$ cat src/rtl/mbox_pkg.sv
package mbox_pkg;

    // Base offset of each direction and the offset of each slot inside a direction.
    localparam int IN_BASE  = 'h00;
    localparam int OUT_BASE = 'h1C;
    localparam int CMD_OFS  = 'h00;
    localparam int CLR_OFS  = 'h04;
    localparam int MSG_OFS  = 'h08;
    localparam int WORD_B   = 4;

    // Doorbell state of one direction.
    typedef enum logic {
        DB_IDLE = 1'b0,
        DB_RING = 1'b1
    } db_state_e;

endpackage

$ cat src/rtl/mbox_cmd_chan.sv
module mbox_cmd_chan
    import mbox_pkg::*;
#(
    parameter int DW = 32
) (
    input  logic          clk,
    input  logic          rst_n,
    input  logic [DW-1:0] set_i,
    input  logic [DW-1:0] clr_i,
    output logic [DW-1:0] cmd_o,
    output logic          irq_o
);

    logic [DW-1:0] cmd_q;
    db_state_e     state_q;
    db_state_e     state_d;

    // Pending bits: sets are ORed in, and a clear takes priority over a set.
    always_ff @(posedge clk) begin
        if (!rst_n) cmd_q <= '0;
        else        cmd_q <= (cmd_q | set_i) & ~clr_i;
    end

    // State register.
    always_ff @(posedge clk) begin
        if (!rst_n) state_q <= DB_IDLE;
        else        state_q <= state_d;
    end

    // Next state: RING_UP and RING_DOWN transitions.
    always_comb begin
        state_d = state_q;
        unique case (state_q)
            DB_IDLE: if (cmd_q != '0) state_d = DB_RING;
            DB_RING: if (cmd_q == '0) state_d = DB_IDLE;
            default: state_d = DB_IDLE;
        endcase
    end

    // Outputs.
    always_comb begin
        cmd_o = cmd_q;
        irq_o = (state_q == DB_RING);
    end

    AST_CLR_WINS: assert property (@(posedge clk) disable iff (!rst_n) (clr_i != '0) |=> ((cmd_q & $past(clr_i)) == '0));
    AST_SET_LANDS: assert property (@(posedge clk) disable iff (!rst_n) (set_i != '0) |=> ((cmd_q & $past(set_i & ~clr_i)) == $past(set_i & ~clr_i)));
    AST_KEEP_UNCLEARED: assert property (@(posedge clk) disable iff (!rst_n) (clr_i != '0) |=> ((cmd_q & $past(cmd_q & ~clr_i)) == $past(cmd_q & ~clr_i)));
    AST_IRQ_LAG: assert property (@(posedge clk) disable iff (!rst_n) $changed(cmd_q != '0) |=> (irq_o == ($past(cmd_q) != '0)));

endmodule

$ cat src/rtl/mbox_msg_bank.sv
module mbox_msg_bank #(
    parameter int DW    = 32,
    parameter int WORDS = 2
) (
    input  logic                      clk,
    input  logic                      rst_n,
    input  logic [WORDS-1:0]          h_wen,
    input  logic [WORDS-1:0]          d_wen,
    input  logic [DW-1:0]             h_wdata,
    input  logic [DW-1:0]             d_wdata,
    output logic [WORDS-1:0][DW-1:0]  words_o
);

    for (genvar g = 0; g < WORDS; g++) begin : g_word
        logic [DW-1:0] word_q;

        // Host write wins over a DSP write to the same word.
        always_ff @(posedge clk) begin
            if (!rst_n)        word_q <= '0;
            else if (h_wen[g]) word_q <= h_wdata;
            else if (d_wen[g]) word_q <= d_wdata;
        end

        assign words_o[g] = word_q;

        AST_HOST_WINS: assert property (@(posedge clk) disable iff (!rst_n) (h_wen[g] && d_wen[g]) |=> (words_o[g] == $past(h_wdata)));
    end

endmodule

$ cat src/rtl/mbox_port_dec.sv
module mbox_port_dec
    import mbox_pkg::*;
#(
    parameter int AW    = 8,
    parameter int DW    = 32,
    parameter int WORDS = 2
) (
    input  logic [AW-1:0]             addr,
    input  logic                      we,
    input  logic [DW-1:0]             wdata,
    input  logic [DW-1:0]             in_cmd,
    input  logic [DW-1:0]             out_cmd,
    input  logic [WORDS-1:0][DW-1:0]  in_msg,
    input  logic [WORDS-1:0][DW-1:0]  out_msg,
    output logic [DW-1:0]             in_set,
    output logic [DW-1:0]             in_clr,
    output logic [DW-1:0]             out_set,
    output logic [DW-1:0]             out_clr,
    output logic [WORDS-1:0]          in_msg_we,
    output logic [WORDS-1:0]          out_msg_we,
    output logic [DW-1:0]             rdata
);

    localparam logic [AW-1:0] A_IN_CMD  = AW'(IN_BASE + CMD_OFS);
    localparam logic [AW-1:0] A_IN_CLR  = AW'(IN_BASE + CLR_OFS);
    localparam logic [AW-1:0] A_OUT_CMD = AW'(OUT_BASE + CMD_OFS);
    localparam logic [AW-1:0] A_OUT_CLR = AW'(OUT_BASE + CLR_OFS);

    // Command set and clear strobes.
    always_comb begin
        in_set  = (we && addr == A_IN_CMD)  ? wdata : '0;
        in_clr  = (we && addr == A_IN_CLR)  ? wdata : '0;
        out_set = (we && addr == A_OUT_CMD) ? wdata : '0;
        out_clr = (we && addr == A_OUT_CLR) ? wdata : '0;
    end

    // Message word strobes.
    for (genvar g = 0; g < WORDS; g++) begin : g_msg
        localparam logic [AW-1:0] A_IN_MSG  = AW'(IN_BASE + MSG_OFS + WORD_B * g);
        localparam logic [AW-1:0] A_OUT_MSG = AW'(OUT_BASE + MSG_OFS + WORD_B * g);
        assign in_msg_we[g]  = we && (addr == A_IN_MSG);
        assign out_msg_we[g] = we && (addr == A_OUT_MSG);
    end

    // Read mux: clear slots and unmapped offsets return zero.
    always_comb begin
        rdata = '0;
        if (addr == A_IN_CMD)  rdata = in_cmd;
        if (addr == A_OUT_CMD) rdata = out_cmd;
        for (int i = 0; i < WORDS; i++) begin
            if (addr == AW'(IN_BASE + MSG_OFS + WORD_B * i))  rdata = in_msg[i];
            if (addr == AW'(OUT_BASE + MSG_OFS + WORD_B * i)) rdata = out_msg[i];
        end
    end

endmodule

$ cat src/rtl/ipc_doorbell_mbox.sv
module ipc_doorbell_mbox
    import mbox_pkg::*;
#(
    parameter int AW    = 8,
    parameter int DW    = 32,
    parameter int WORDS = 2
) (
    input  logic          clk,
    input  logic          rst_n,
    input  logic [AW-1:0] h_addr,
    input  logic          h_we,
    input  logic [DW-1:0] h_wdata,
    output logic [DW-1:0] h_rdata,
    input  logic [AW-1:0] d_addr,
    input  logic          d_we,
    input  logic [DW-1:0] d_wdata,
    output logic [DW-1:0] d_rdata,
    output logic          host_irq,
    output logic          dsp_irq
);

    localparam logic [AW-1:0] A_IN_CLR  = AW'(IN_BASE + CLR_OFS);
    localparam logic [AW-1:0] A_OUT_CLR = AW'(OUT_BASE + CLR_OFS);

    logic [DW-1:0]            in_cmd, out_cmd;
    logic [WORDS-1:0][DW-1:0] in_msg, out_msg;

    logic [DW-1:0]    h_in_set, h_in_clr, h_out_set, h_out_clr;
    logic [DW-1:0]    d_in_set, d_in_clr, d_out_set, d_out_clr;
    logic [WORDS-1:0] h_in_we, h_out_we, d_in_we, d_out_we;

    mbox_port_dec #(.AW(AW), .DW(DW), .WORDS(WORDS)) i_host_dec (
        .addr       (h_addr),
        .we         (h_we),
        .wdata      (h_wdata),
        .in_cmd     (in_cmd),
        .out_cmd    (out_cmd),
        .in_msg     (in_msg),
        .out_msg    (out_msg),
        .in_set     (h_in_set),
        .in_clr     (h_in_clr),
        .out_set    (h_out_set),
        .out_clr    (h_out_clr),
        .in_msg_we  (h_in_we),
        .out_msg_we (h_out_we),
        .rdata      (h_rdata)
    );

    mbox_port_dec #(.AW(AW), .DW(DW), .WORDS(WORDS)) i_dsp_dec (
        .addr       (d_addr),
        .we         (d_we),
        .wdata      (d_wdata),
        .in_cmd     (in_cmd),
        .out_cmd    (out_cmd),
        .in_msg     (in_msg),
        .out_msg    (out_msg),
        .in_set     (d_in_set),
        .in_clr     (d_in_clr),
        .out_set    (d_out_set),
        .out_clr    (d_out_clr),
        .in_msg_we  (d_in_we),
        .out_msg_we (d_out_we),
        .rdata      (d_rdata)
    );

    // Inbound direction: host rings, DSP is interrupted.
    mbox_cmd_chan #(.DW(DW)) i_in_chan (
        .clk   (clk),
        .rst_n (rst_n),
        .set_i (h_in_set | d_in_set),
        .clr_i (h_in_clr | d_in_clr),
        .cmd_o (in_cmd),
        .irq_o (dsp_irq)
    );

    // Outbound direction: DSP rings, host is interrupted.
    mbox_cmd_chan #(.DW(DW)) i_out_chan (
        .clk   (clk),
        .rst_n (rst_n),
        .set_i (h_out_set | d_out_set),
        .clr_i (h_out_clr | d_out_clr),
        .cmd_o (out_cmd),
        .irq_o (host_irq)
    );

    mbox_msg_bank #(.DW(DW), .WORDS(WORDS)) i_in_msgs (
        .clk     (clk),
        .rst_n   (rst_n),
        .h_wen   (h_in_we),
        .d_wen   (d_in_we),
        .h_wdata (h_wdata),
        .d_wdata (d_wdata),
        .words_o (in_msg)
    );

    mbox_msg_bank #(.DW(DW), .WORDS(WORDS)) i_out_msgs (
        .clk     (clk),
        .rst_n   (rst_n),
        .h_wen   (h_out_we),
        .d_wen   (d_out_we),
        .h_wdata (h_wdata),
        .d_wdata (d_wdata),
        .words_o (out_msg)
    );

    AST_CLR_READS_ZERO: assert property (@(posedge clk) disable iff (!rst_n) (h_addr == A_IN_CLR || h_addr == A_OUT_CLR) |-> (h_rdata == '0));
    AST_IRQ_IDLE_WHEN_EMPTY: assert property (@(posedge clk) disable iff (!rst_n) ($past(out_cmd) == '0 && $past(in_cmd) == '0) |-> (!host_irq && !dsp_irq));
    AST_FULL_WIPE: assert property (@(posedge clk) disable iff (!rst_n) (h_we && h_addr == A_OUT_CLR && h_wdata == '1) |=> (out_cmd == '0));

endmodule

$ cat config.mk
export PLATFORM = sky130hd
export DESIGN_NAME = ipc_doorbell_mbox
export DESIGN_NICKNAME = d
export VERILOG_FILES = /design/src/rtl/mbox_pkg.sv /design/src/rtl/mbox_cmd_chan.sv /design/src/rtl/mbox_msg_bank.sv /design/src/rtl/mbox_port_dec.sv /design/src/rtl/ipc_doorbell_mbox.sv
export SDC_FILE = /design/constraint.sdc
export NUM_CORES = 1
export LEC_CHECK = 0
export ABC_CLOCK_PERIOD_IN_PS = 2200
export BUFFER_PORTS_ARGS = -buffer_cell sky130_fd_sc_hd__buf_2
export CORE_AREA = 2 2 227 229
export DETAILED_ROUTE_END_ITERATION = 8
export DIE_AREA = 0 0 229 231
export PLACE_DENSITY = 0.54
export SYNTH_ARGS = -nofsm -noshare
export SYNTH_HDL_FRONTEND = slang
export SYNTH_SLANG_ARGS = --single-unit
$ cat constraint.sdc
create_clock -name clk -period 2.2 [get_ports clk]
set_clock_uncertainty 0.15 [all_clocks]
set_input_delay 0.33 -clock clk [delete_from_list [all_inputs] [get_ports clk]]
set_output_delay 0.33 -clock clk [all_outputs]
set_load 0.005 [all_outputs]
==> flow_summary.json <==
{
  "status": "finished, violations left",
  "violations": "setup timing",
  "cpMostUsedCell": "buf_6",
  "cts_tree": "done",
  "holdWs_ns": 0.0160,
  "detail_route.iter0.violations": 2219,
  "drtPass1Iterations": 6,
  "fin_nets": 2013,
  "synth_compound_area_share_pct": 42.8,
  "synthMuxAreaShare_pct": 4.08,
  "ys_seq_area_share_pct": 31.0,
  "leakage_nw": 6.69,
  "fin_crit_ns": 2.67,
  "port_buffers": 149,
  "startpoint_type": "primary input",
  "yosys.area_share.simple_pct": 14.9,
  "syn_nets": 1777,
  "grt_usage_pct": 26.6,
  "die_area_mm2": 0.0529,
  "antenna_found_initial": 4,
  "grt_pass1_vias": 15395,
  "grt_first_pass_wirelength_um": 104000,
  "hpwl_um": 45300,
  "synth_edf_count": 0,
  "grt_max_degree": 131,
  "cp.required_ns": 1.72,
  "drc_errors": 0,
  "synth_ff_type": "dfxtp_1",
  "die_w_um": 229,
  "synth_area_mm2": 0.0125,
  "worstMarginPinSlew_ns": 0.719,
  "drive_gt1_share_pct": 36.0,
  "synth_warnings": 0,
  "rows": 83,
  "die_height_um": 231,
  "routed_wl_um": 73600,
  "synth.ff_latch_count": 194,
  "crit_type": "primary input to output port",
  "p_switching_mw": 2.56,
  "synth_cell_types": 52,
  "globalRouteOverflowTotal": 0,
  "cp.arrival_ns": 2.19,
  "power.density_mw_per_mm2": 431,
  "slew_violations": 0,
  "pin_count": 150,
  "peakVddDrop_uv": 461,
  "synth_xor_xnor_area_share_pct": 0,
  "core_mm2": 0.0507,
  "worst_hold_path_type": "primary input to flip-flop",
  "avgSynthCellArea_um2": 7.39,
  "place.gp.congestion": 0.949,
  "rsz0062_at_grt": "yes",
  "yosys-top-cells-area": "dfxtp_1, o21ai_0, nand2_1",
  "slew_headroom_pct": 51.6,
  "synth_top_family_by_area": "compound AO/OA/AOI/OAI gates",
  "clk_pin_slew_worst_paths_ns": 0.08,
  "clk_latency_ns": 0.50,
  "worstPathCellList": "buf_6 -> buf_6 -> nor3b_4 -> buf_4 -> buf_6 -> nand3_1 -> buf_4 -> o21ai_1 -> a32oi_4 -> buf_6 -> buf_6",
  "cpPeakStageDelay_ns": 0.26,
  "setup_ws_ns": -0.469,
  "power.total_mw": 8.21,
  "max_cap_viol_count": 0,
  "max_freq_ghz": 0.375,
  "routedWlPerCell_um": 28.1,
  "synth_fa_ha_area_share_pct": 0,
  "critPathTopFamily": "buffers and inverters",
  "p_int_mw": 5.65,
  "antenna_left": 0,
  "netlist.area_leader.share_pct": 31.0,
  "clockPowerShare_pct": 40.7,
  "synth_cells": 1693,
  "pwr-share-seq_pct": 43.0,
  "hold_violations": 0,
  "setup_viol_count_final": 64,
  "num_vias": 16334,
  "r2r_slack_ns": 0.42,
  "clockRootBuffer": "clkbuf_16",
  "cts.htree.levels": 4,
  "critical_path_peak_fanout": 11,
  "cts_made_buffers": 17,
  "final.period_utilization_pct": 121,
  "p_comb_share_pct": 16.3,
  "area_growth_pct": 52.1,
  "start_util_pct": 24.7,
  "vias_per_cell": 6.22,
  "cp_num_buf_inv": 7,
  "post-route-util_pct": 37.6,
  "end_kind": "output port",
  "swShare_pct": 31.2,
  "dp_slack_ns": -0.630,
  "synth.largest_area_cell": "dfxtp_1",
  "async_flop_share_pct": 0,
  "clockBufferDepth": 2,
  "worst_path_max_delay_cell": "nor3b_4",
  "clock-sinks": 194
}
synthesized netlist by cell type (3+ instances only):
cell / count
nand2_1: 264
o21ai_0: 229
dfxtp_1: 194
a21oi_1: 173
clkbuf_1: 154
a31oi_1: 77
a22oi_1: 64
o2bb2ai_1: 63
mux2i_1: 51
o22ai_1: 48
a221oi_1: 42
buf_2: 36
and3_1: 35
o21a_1: 34
a221o_1: 33
a211oi_1: 32
nor2_1: 27
a32oi_1: 21
nor4_1: 18
a311oi_1: 10
clkbuf_2: 9
nand3_1: 9
nand4_1: 7
a22o_1: 6
buf_1: 5
and2_1: 4
buf_4: 4
buf_6: 4
nor4_2: 4
and3b_1: 3
nor3_1: 3
or2_2: 3
area by class of cell:
type	count	area, um2
clock buffer	17	425
inverter	2	10.0
timing repair buffer	429	4270
fill	5102	31600
sequential	194	3880
tap	680	851
multi-input combinational	1285	9420
clock inverter	15	166
antenna	3	7.51
placed cells by master, fill, tap and decap left out, types with 11 or more instances in the layout:
master / count
mux2i_1: 51
a22oi_1: 63
o2bb2ai_1: 15
clkbuf_16: 20
nor4_1: 16
nand2_1: 258
dlygate4sd3_1: 22
buf_4: 153
nor2_1: 20
a211oi_1: 32
o22ai_2: 31
o21a_1: 34
o21ai_1: 22
a32oi_1: 15
o2bb2ai_4: 11
buf_2: 127
a21oi_2: 25
a21oi_1: 129
dfxtp_1: 194
o22ai_1: 16
buf_6: 41
buf_12: 65
a221oi_1: 35
a31oi_1: 77
a221o_1: 33
and3_1: 33
o21ai_2: 48
o21ai_4: 14
buf_16: 11
o21ai_0: 145
a21oi_4: 19
o2bb2ai_2: 37
per-layer routing:
metal  vias to the layer above  wire length (um)  track usage, %
li1                       6943                 -               -
met1                      7909             28600            34.6
met2                      1180             32100            40.1
met3                       300              8340            6.27
met4                         2              4640            15.5
met5                         -                 7               0
what timing repair did:
action | 4_1_cts | 5_1_grt
cloned | 17 | 3
hold endpoints to repair | 22 | 0
hold buffers | 22 | 0
setup endpoints to repair | 64 | 64
pin swaps | 135 | 88
gates resized for setup | 358 | 143
buffers inserted | 38 | 21
through the flow:
step / cell area (um2) / instances / TNS [ns]
CTS: 18100 / 2607 / -14.93
global route: 19000 / 2624 / -18.52
finish: 19000 / 2625 / -16.01
detailed placement: 15200 / 2499 / -53.13
global placement: 15200 / 2499 / -49.51
floorplan: 12500 / 1693 / -1.65
kinds of logic (layout without fill, tap and decap cells):
logic type	count (synthesis)	after routing
AO/OA/AOI/OAI	833	833
buffers and inverters	214	463
flip-flops	194	194
multiplexers	51	51
other	0	3
AND/OR/NAND/NOR	401	401
power groups by stage:
stage,sequential [mW],combinational (mW),clock (mW)
floorplan,3.61,0.453,0
global placement,3.61,0.931,0
detailed placement,3.61,0.948,0
CTS,3.53,1.20,3.34
global route,3.53,1.38,3.48
finish,3.53,1.34,3.34
state kept, by name, summed over array words and instances (netlist names):
| register | flops |
|---|---|
| i_in_chan.irq_o | 1 |
| i_in_chan.cmd_o | 32 |
| i_out_msgs.g_word.word_q | 64 |
| i_out_chan.cmd_o | 32 |
| i_out_chan.irq_o | 1 |
| i_in_msgs.g_word.word_q | 64 |
final timing paths:
kind                                                 startpoint                              end  depth (start not counted)
worst max register to register              i_in_chan.cmd_o[30]                  i_in_chan.irq_o                          3
worst min-delay path                                 d_wdata[9]              i_out_chan.cmd_o[9]                          2
worst max-delay path                                  h_addr[0]                      h_rdata[16]                         11
worst min register to register  i_out_msgs.g_word[1].word_q[29]  i_out_msgs.g_word[1].word_q[29]                          2
Power figures use the tool's default switching activity.
